## config.mk

```make
export PLATFORM = sky130hd
export DESIGN_NAME = xfer_engine
export DESIGN_NICKNAME = d
export VERILOG_FILES = /design/src/rtl/xfer_pkg.sv /design/src/rtl/xfer_mask.sv /design/src/rtl/xfer_seq.sv /design/src/rtl/xfer_hold.sv /design/src/rtl/xfer_engine.sv
export SDC_FILE = /design/constraint.sdc
export NUM_CORES = 1
export LEC_CHECK = 0
export BUFFER_PORTS_ARGS = -buffer_cell sky130_fd_sc_hd__buf_2
export CAP_MARGIN = 20
export CORE_ASPECT_RATIO = 1.5
export CORE_MARGIN = 2
export CORE_UTILIZATION = 37
export CTS_CLUSTER_SIZE = 14
export DETAILED_ROUTE_END_ITERATION = 8
export PLACE_DENSITY = 0.76
export SETUP_SLACK_MARGIN = 0.4
export SKIP_CTS_REPAIR_TIMING = 1
export SLEW_MARGIN = 20
export SYNTH_ARGS = -nofsm -noshare
export SYNTH_HDL_FRONTEND = slang
export SYNTH_SLANG_ARGS = --single-unit
```

## constraint.sdc

```tcl
create_clock -name clk -period 1.4 [get_ports clk]
set_input_delay 0.14 -clock clk [delete_from_list [all_inputs] [get_ports clk]]
set_output_delay 0.14 -clock clk [all_outputs]
set_load 0.02 [all_outputs]
```

## src/rtl/xfer_pkg.sv

```systemverilog
package xfer_pkg;
  typedef enum logic [1:0] {
    XS_IDLE = 2'd0,
    XS_WAIT = 2'd1,
    XS_PUSH = 2'd2
  } xs_state_e;
endpackage

```

## src/rtl/xfer_mask.sv

```systemverilog
module xfer_mask #(
  parameter int DATA_W = 16,
  parameter int SEL_W  = 4
) (
  input  logic [SEL_W-1:0]  width_i,
  output logic [DATA_W-1:0] mask_o
);
  for (genvar g = 0; g < DATA_W; g++) begin : g_bit
    localparam logic [SEL_W:0] IDX = (SEL_W+1)'(g);
    assign mask_o[g] = (IDX <= {1'b0, width_i});
  end
endmodule

```

## src/rtl/xfer_seq.sv

```systemverilog
module xfer_seq
  import xfer_pkg::*;
(
  input  logic clk,
  input  logic rst_n,
  input  logic enable_i,
  input  logic loopback_i,
  input  logic slave_i,
  input  logic tx_valid_i,
  input  logic rx_ready_i,
  input  logic done_i,
  output logic pop_o,
  output logic start_o,
  output logic load_lb_o,
  output logic load_port_o,
  output logic push_o,
  output logic busy_o,
  output logic err_o
);
  xs_state_e state_q, state_d;
  logic go;

  assign err_o       = enable_i & slave_i;
  assign go          = (state_q == XS_IDLE) & enable_i & ~slave_i & tx_valid_i & rx_ready_i;
  assign pop_o       = go;
  assign start_o     = go & ~loopback_i;
  assign load_lb_o   = go & loopback_i;
  assign load_port_o = (state_q == XS_WAIT) & done_i;
  assign push_o      = (state_q == XS_PUSH);
  assign busy_o      = (state_q != XS_IDLE);

  always_comb begin
    state_d = state_q;
    unique case (state_q)
      XS_IDLE: if (go) state_d = loopback_i ? XS_PUSH : XS_WAIT;
      XS_WAIT: if (done_i) state_d = XS_PUSH;
      XS_PUSH: if (rx_ready_i) state_d = XS_IDLE;
      default: state_d = XS_IDLE;
    endcase
  end

  always_ff @(posedge clk) begin
    if (!rst_n) state_q <= XS_IDLE;
    else        state_q <= state_d;
  end
endmodule

```

## src/rtl/xfer_hold.sv

```systemverilog
module xfer_hold #(
  parameter int DATA_W = 16
) (
  input  logic              clk,
  input  logic              rst_n,
  input  logic              load_lb_i,
  input  logic              load_port_i,
  input  logic [DATA_W-1:0] lb_word_i,
  input  logic [DATA_W-1:0] port_word_i,
  input  logic [DATA_W-1:0] mask_i,
  output logic [DATA_W-1:0] word_o
);
  logic [DATA_W-1:0] word_q;

  always_ff @(posedge clk) begin
    if (!rst_n)           word_q <= '0;
    else if (load_lb_i)   word_q <= lb_word_i & mask_i;
    else if (load_port_i) word_q <= port_word_i & mask_i;
  end

  assign word_o = word_q;
endmodule

```

## src/rtl/xfer_engine.sv

```systemverilog
module xfer_engine #(
  parameter int DATA_W = 16,
  localparam int SEL_W = $clog2(DATA_W)
) (
  input  logic              clk,
  input  logic              rst_n,
  input  logic              cfg_enable,
  input  logic              cfg_loopback,
  input  logic              cfg_slave_sel,
  input  logic [SEL_W-1:0]  cfg_width,
  input  logic              tx_valid,
  input  logic [DATA_W-1:0] tx_data,
  output logic              tx_ready,
  output logic              rx_valid,
  output logic [DATA_W-1:0] rx_data,
  input  logic              rx_ready,
  output logic              xs_start,
  output logic [DATA_W-1:0] xs_wdata,
  input  logic              xs_done,
  input  logic [DATA_W-1:0] xs_rdata,
  output logic              busy,
  output logic              cfg_err
);
  logic [DATA_W-1:0] mask;
  logic load_lb, load_port;

  xfer_mask #(.DATA_W(DATA_W), .SEL_W(SEL_W)) u_mask (
    .width_i (cfg_width),
    .mask_o  (mask)
  );

  xfer_seq u_seq (
    .clk         (clk),
    .rst_n       (rst_n),
    .enable_i    (cfg_enable),
    .loopback_i  (cfg_loopback),
    .slave_i     (cfg_slave_sel),
    .tx_valid_i  (tx_valid),
    .rx_ready_i  (rx_ready),
    .done_i      (xs_done),
    .pop_o       (tx_ready),
    .start_o     (xs_start),
    .load_lb_o   (load_lb),
    .load_port_o (load_port),
    .push_o      (rx_valid),
    .busy_o      (busy),
    .err_o       (cfg_err)
  );

  xfer_hold #(.DATA_W(DATA_W)) u_hold (
    .clk         (clk),
    .rst_n       (rst_n),
    .load_lb_i   (load_lb),
    .load_port_i (load_port),
    .lb_word_i   (tx_data),
    .port_word_i (xs_rdata),
    .mask_i      (mask),
    .word_o      (rx_data)
  );

  assign xs_wdata = tx_data;
endmodule

```

==> summary.md, run 1 <==
| Metric | Value |
|---|---|
| Status | `completed` |
| Root Driver | `clkbuf_8` |
| DP Worst Slack | `0.0221 ns` |
| Gr ovfl total | `0` |
| Layout cells sized above 1 | `66.8%` |
| Via count | `1334` |
| Crit-path max cell delay | `0.35 ns` |
| Vias in the first global route | `1168` |
| Pre-antenna DRT Iters | `4` |
| Crit-path slowest cell | `dfxtp_2` |
| Setup slack after layout | `0.0427 ns` |
| N_diodes | `0` |
| TritonCTS Buffers | `3` |
| Starting density of the core | `38.1%` |
| # DRC | `0` |
| H-tree Lvls | `1` |
| Syn avg cell area | `8.74 sq um` |
| IO Pins | `81` |
| Hold EP | `u_hold.word_o[4]` |
| CTS tree | `yes` |
| Worst hold path type | `in -> reg` |
| Core area | `3100 sq um` |
| Min-Delay Startpoint | `tx_data[4]` |
| Worst setup path class | `reg -> out` |
| Final-layout fill cell count | `293` |
| Design Area, Final | `1760 sq um` |
| Leakage Power | `0.836 nW` |
| R2R Setup Slk | `0.06 ns` |
| Worst slew margin | `65.2%` |
| Chip height | `73.2 microns` |
| Cell taking the most area after synthesis | `dfxtp_1` |
| Synth Register Bits | `18` |
| Die area | `3670 sq um` |
| WL final | `3810 microns` |
| Syn_nets | `179` |
| EDFF count, synth | `0` |
| Cell area after synthesis | `1180 sq um` |
| Critical path fanouts, max | `7` |
| Cells after DPL | `235` |
| DP Wirelength | `2590 microns` |
| DRT iter0 DRCs | `29` |
| Number of vias per cell | `5.38` |
| R2R Path End | `u_hold.word_o[13]` |
| Max-cap check violation count | `0` |
| Synth area leaders | `dfxtp_1 31%, buf_4 11%, a221oi_2 5.1%` |
| Hold path depth | `3` |
| Worst-Margin Slew | `0.522 ns` |
| Final Non-Filler Cells | `248` |
| Clock sink count | `18` |
| Seq/Total Area, Yosys | `30.5%` |
| Clk pin slew, worst setup/hold paths | `0.07 ns` |
| Synth Warn # | `0` |
| Leading cell type in the layout, fill and taps excluded | `buf_2` |
| I/O Buffers | `80` |
| Final Hold Vio Count | `0` |
| Max frequency | `737 MHz` |
| GRT Util Overall | `18.2%` |
| Initial antenna violation count | `0` |
| Critical path arrival | `1.22 ns` |
| Most frequent cells in the layout | `77 x buf_2, 17 x buf_4, 16 x dfxtp_1` |
| CP delay by family, top | `flip-flops` |
| Area growth syn-to-layout | `49.1%` |
| Worst Path Buf+Inv | `3` |
| R2R Path Start | `u_seq.state_q[0]` |
| Antenna Nets Post-Route | `0` |
| Main synth FF type | `dfxtp_1` |
| CP required | `1.26 ns` |
| Largest net degree at the start of global routing | `17` |
| CP cell instances | `nor2_4 -> buf_4 -> inv_1 -> buf_2` |
| Tcrit/Tclk final | `97.0%` |
| Wire length per cell | `15.4 microns` |
| Unrepaired setup endpoints after global routing | `true` |
| Fin. max-slew vios | `0` |
| Cell Area, Placed | `1560 sq um` |
| Final setup violating endpoints | `0` |
| Worst setup EP type | `output pin` |
| Critical path launch point type | `flop` |
| Placer Congestion | `0.727` |
| Die Wd | `50.1 microns` |
| WP depth | `4` |
| Synth top area share | `30.5%` |
| FFs w/ async S/R, synth | `0%` |
| Peak VDD IR | `502 uV` |
| Utilization of the core after routing | `56.8%` |
| Synthesized instance count | `135` |
| Global-route wire length before repair | `5180 microns` |
| Synth cell types | `44` |
| Cell row count | `25` |
| Worst-case clock skew | `0.00405 ns` |
| Nets | `254` |
| Clk buf depth | `2` |
| Pwr/cell area | `669 nW/um^2` |
| Reg2Reg Depth | `5` |
| Clk_lat worst skew | `0.25 ns` |
| Final Critical Period | `1.36 ns` |
## cell families (layout without fill, tap and decap cells)
group | after synthesis | after routing | share of synthesized area [%]
AO/OA/AOI/OAI | 47 | 47 | 31.5
buffers and inverters | 31 | 103 | 17.6
flip-flops | 18 | 18 | 30.5
multiplexers | 4 | 4 | 3.39
AND/OR/NAND/NOR | 35 | 36 | 17.0
## report_power, final
group | total (mW) | internal [mW] | switching (mW)
clock network | 0.364 | 0.191 | 0.173
logic | 0.286 | 0.115 | 0.171
registers | 0.526 | 0.519 | 0.00636
## synthesized netlist by cell type, drive strengths merged (3+ instances only)
master / count
buf: 22
dfxtp: 18
nand3: 10
a21oi: 9
o21ai: 9
nand2: 7
a22oi: 5
clkbuf: 5
nor2: 5
a221oi: 4
inv: 4
mux2i: 4
o41ai: 3
## worst max-delay path by stage
stage,from,end,slack [ns]
CTS,u_seq.state_q[1],xs_start,0.06
global route,u_seq.state_q[1],u_hold.word_o[7],-0.02
global placement,cfg_slave_sel,u_hold.word_o[4],0.06
floorplan,u_seq.state_q[1],u_hold.word_o[12],0.17
finish,u_seq.state_q[0],busy,0.04
detailed placement,cfg_slave_sel,u_hold.word_o[7],0.02
## routing by layer
layer  GRT usage (%)  vias to the layer above  wire length (microns)
met5               0                        -                      0
met4            6.48                        0                     70
met3            2.66                        8                    230
met2            33.2                       64                   2050
met1            21.3                      618                   1460
li1                -                      644                      -
## tightest hold or removal path, delay by kind of cell
family / cells / cell delay (ns)
compound gates: 1 / 0.05
buf+inv: 1 / 0.11
simple gates: 1 / 0.06
## sequential cells by signal, indices dropped and copies added (netlist names)
name / flops
u_hold.word_o: 16
u_seq.state_q: 2
## area by class of cell
| class | count | area, sq um | area share, % |
|---|---|---|---|
| Sequential cell | 18 | 365 | 20.8 |
| Multi-Input combinational cell | 87 | 752 | 42.7 |
| Clock buffer | 3 | 41.3 | 2.35 |
| Tap cell | 40 | 50.0 | 2.84 |
| Inverter | 4 | 15.0 | 0.853 |
| Timing Repair Buffer | 96 | 536 | 30.4 |
## metrics by stage
step           hold slack [ns]  TNS [ns]  power [mW]
4_1_cts                  0.157         0        1.16
6_report                 0.156         0        1.18
2_1_floorplan            0.286         0       0.711
3_3_place_gp             0.426         0       0.799
5_1_grt                  0.157   -0.0816        1.23
3_5_place_dp             0.428         0       0.801
Note: power is estimated with default switching activity, not from simulation.
==> run 2, diff against run 1 <==
- PLACE_DENSITY: 0.76 -> 0.75
- SYNTH_HIERARCHICAL: default -> 1
==> run 2 against run 1 <==
Against the previous run:
- the flow now finishes with violations (negative setup slack)
- worst hold slack better by 0.010 ns
- global-route usage decreased by 3.1 points
- design area down 2.8%
- clock-buffer cell count unchanged
- sequential cell count is the same
- clock skew fell by 0.0016 ns
- final cell count is 9.7% lower
- register-to-register slack worse by 0.35 ns
- critical path type is now reg -> reg
==> summary.md, run 2 <==
| Metric | Value |
|---|---|
| Core area | `3130 sq um (+1.0%)` |
| Largest net degree at the start of global routing | `17 (unchanged)` |
| Cell area after synthesis | `1200 sq um (+1.9%)` |
| Most frequent cells in the layout | `76 x buf_2, 16 x mux2_4, 16 x a32o_1, 16 x dfxtp_1, 10 x buf_4` |
| CP delay by family, top | `simple AND/OR/NAND/NOR gates` |
| Nets | `230 (-9.4%)` |
| # DRC | `0 (unchanged)` |
| Peak VDD IR | `391 uV (-22%)` |
| Vias in the first global route | `1052 (-9.9%)` |
| Starting density of the core | `38.4% (+0.34 points)` |
| Max-cap check violation count | `0 (unchanged)` |
| Main synth FF type | `dfxtp_1` |
| Seq/Total Area, Yosys | `30.0% (-0.57 points)` |
| Synth Register Bits | `18 (unchanged)` |
| Final-layout fill cell count | `294 (+0.34%)` |
| Worst Path Buf+Inv | `1 (-2)` |
| CTS tree | `yes` |
| Final Hold Vio Count | `0 (unchanged)` |
| GRT Util Overall | `15.1% (-3.1 points)` |
| Critical path launch point type | `flop` |
| Max frequency | `591 MHz (-20%)` |
| Design Area, Final | `1710 sq um (-2.8%)` |
| Chip height | `73.8 microns (+0.90%)` |
| Unrepaired setup endpoints after global routing | `true` |
| H-tree Lvls | `1 (unchanged)` |
| Synth cell types | `33 (-25%)` |
| Pre-antenna DRT Iters | `3 (-1)` |
| Leading cell type in the layout, fill and taps excluded | `buf_2` |
| Root Driver | `clkbuf_8` |
| Post-synth top cells | `18 x buf_4, 18 x dfxtp_1, 16 x a32o_1, 10 x mux2_4, 6 x mux2_2` |
| Clk_lat worst skew | `0.24 ns (about the same)` |
| Antenna Nets Post-Route | `0 (unchanged)` |
| DP Wirelength | `2290 microns (-12%)` |
| Cell taking the most area after synthesis | `dfxtp_1` |
| Number of vias per cell | `4.89 (-9.1%)` |
| Critical path fanouts, max | `6 (-1)` |
| Die area | `3730 sq um (+1.8%)` |
| Max reg flops | `16 (unchanged)` |
| Synth Warn # | `6 (+6)` |
| Global-route wire length before repair | `4460 microns (-14%)` |
| Gr ovfl total | `0 (unchanged)` |
| Final Non-Filler Cells | `224 (-9.7%)` |
| Synth area leaders | `dfxtp_1 30%, a32o_1 13%, mux2_4 12%` |
| Leakage Power | `0.863 nW (+3.2%)` |
| Worst hold path type | `in -> reg` |
| Clk buf depth | `2 (unchanged)` |
| Clock sink count | `18 (unchanged)` |
| CP required | `1.54 ns (+0.28 ns)` |
| Cell Area, Placed | `1560 sq um (-0.32%)` |
| N_diodes | `0 (unchanged)` |
| Fin. max-slew vios | `0 (unchanged)` |
| IO Pins | `81 (unchanged)` |
| Setup slack after layout | `-0.291 ns (-0.333 ns)` |
| Crit-path max cell delay | `0.32 ns (-0.03 ns)` |
| FFs w/ async S/R, synth | `0% (unchanged)` |
| Final Critical Period | `1.69 ns (+0.333 ns)` |
| Pwr/cell area | `676 nW/um^2 (+1.1%)` |
| Placer Congestion | `0.632 (-13%)` |
| Cells after DPL | `218 (-7.2%)` |
| TritonCTS Buffers | `3 (unchanged)` |
| Final setup violating endpoints | `18 (+18)` |
| EDFF count, synth | `0 (unchanged)` |
| Synthesized instance count | `112 (-17%)` |
| CP cell instances | `or2_4 -> nor3_4 -> buf_4 -> mux2_4 -> a32o_1` |
| DRT iter0 DRCs | `10 (-66%)` |
| Critical path arrival | `1.83 ns (+0.61 ns)` |
| WL final | `2910 microns (-24%)` |
| Clk pin slew, worst setup/hold paths | `0.06 ns (about the same)` |
| Cell row count | `25 (unchanged)` |
| Via count | `1095 (-18%)` |
| Initial antenna violation count | `0 (unchanged)` |
| Status | `finished, violations left` |
| FF+latch area | `363 sq um (-0.68%)` |
| Syn avg cell area | `10.7 sq um (+23%)` |
| Wire length per cell | `13.0 microns (-15%)` |
| Failing checks | `negative setup slack` |
| Layout cells sized above 1 | `70.1% (+3.3 points)` |
| Tcrit/Tclk final | `121% (+24 points)` |
| Die Wd | `50.5 microns (+0.88%)` |
| Synth top area share | `30.0% (-0.57 points)` |
| Syn_nets | `156 (-13%)` |
| Crit-path slowest cell | `dfxtp_2` |
| I/O Buffers | `80 (unchanged)` |
| Worst-case clock skew | `0.00242 ns (-0.00163 ns)` |
| Worst setup path class | `reg -> reg` |
| Worst setup EP type | `flop` |
| Area occupied by multi-input gates | `691 sq um (-8.2%)` |
| Area growth syn-to-layout | `42.2%` |
## run 2: changes by cell type after synthesis, moves of 5 or more
cell,change
nand3_1,-9
a22oi_1,-5
mux2_4,+10
a32o_1,+16
mux2_2,+6
o21ai_0,-8
a21oi_1,-7
## run 2: final timing paths
check	start	endpoint	slack, ns	depth (start not counted)
max	u_seq/state_q[1]	u_hold/word_o[6]	-0.29	5
min	rst_n	u_seq/state_q[1]	0.17	2
max reg2reg	u_seq/state_q[1]	u_hold/word_o[6]	-0.29	5
min reg2reg	u_hold/word_o[10]	u_hold/word_o[10]	0.46	1
## run 2: report_power, final
group	total [mW]	switching (mW)	internal, mW
clock	0.343	0.152	0.190
sequential	0.521	0.00273	0.518
combinational	0.293	0.143	0.150
total	1.16	0.298	0.859
## run 2: cell families (layout without fill, tap and decap cells)
group | after synthesis | count (layout) | synth area share, %
other | 1 | 1 | 0.312
DFF | 18 | 18 | 30.0
and+or+nand+nor | 24 | 24 | 15.1
muxes | 16 | 16 | 18.1
AOI/OAI and AO/OA | 25 | 25 | 19.2
buffers and inverters | 28 | 100 | 17.3
## run 2: per-layer routing
metal	vias to the layer above	track usage (%)	wire length (microns)
met4	0	3.60	12
met1	499	17.2	1140
met3	2	2.44	237
met2	55	28.9	1520
li1	539	-	-
met5	-	0	0
## run 2: through the flow
step,hold slack [ns],power [mW],util [%],setup slack [ns],setup TNS (ns)
after global placement,0.418,0.799,49.8,-0.236,-3.36
after CTS,0.171,1.15,51.1,-0.288,-4.09
after global routing,0.166,1.21,54.7,-0.358,-5.07
after detailed placement,0.433,0.802,49.8,-0.283,-4.01
final,0.166,1.16,54.7,-0.291,-4.09
after floorplan,0.271,0.720,-,-0.257,-3.71
## run 2: layout make-up
| class | count | area share (%) |
|---|---|---|
| multi-input combinational | 66 | 40.4 |
| timing repair buffer | 94 | 32.4 |
| sequential | 18 | 21.2 |
| tap | 40 | 2.93 |
| clock buffer | 3 | 2.41 |
| inverter | 3 | 0.658 |
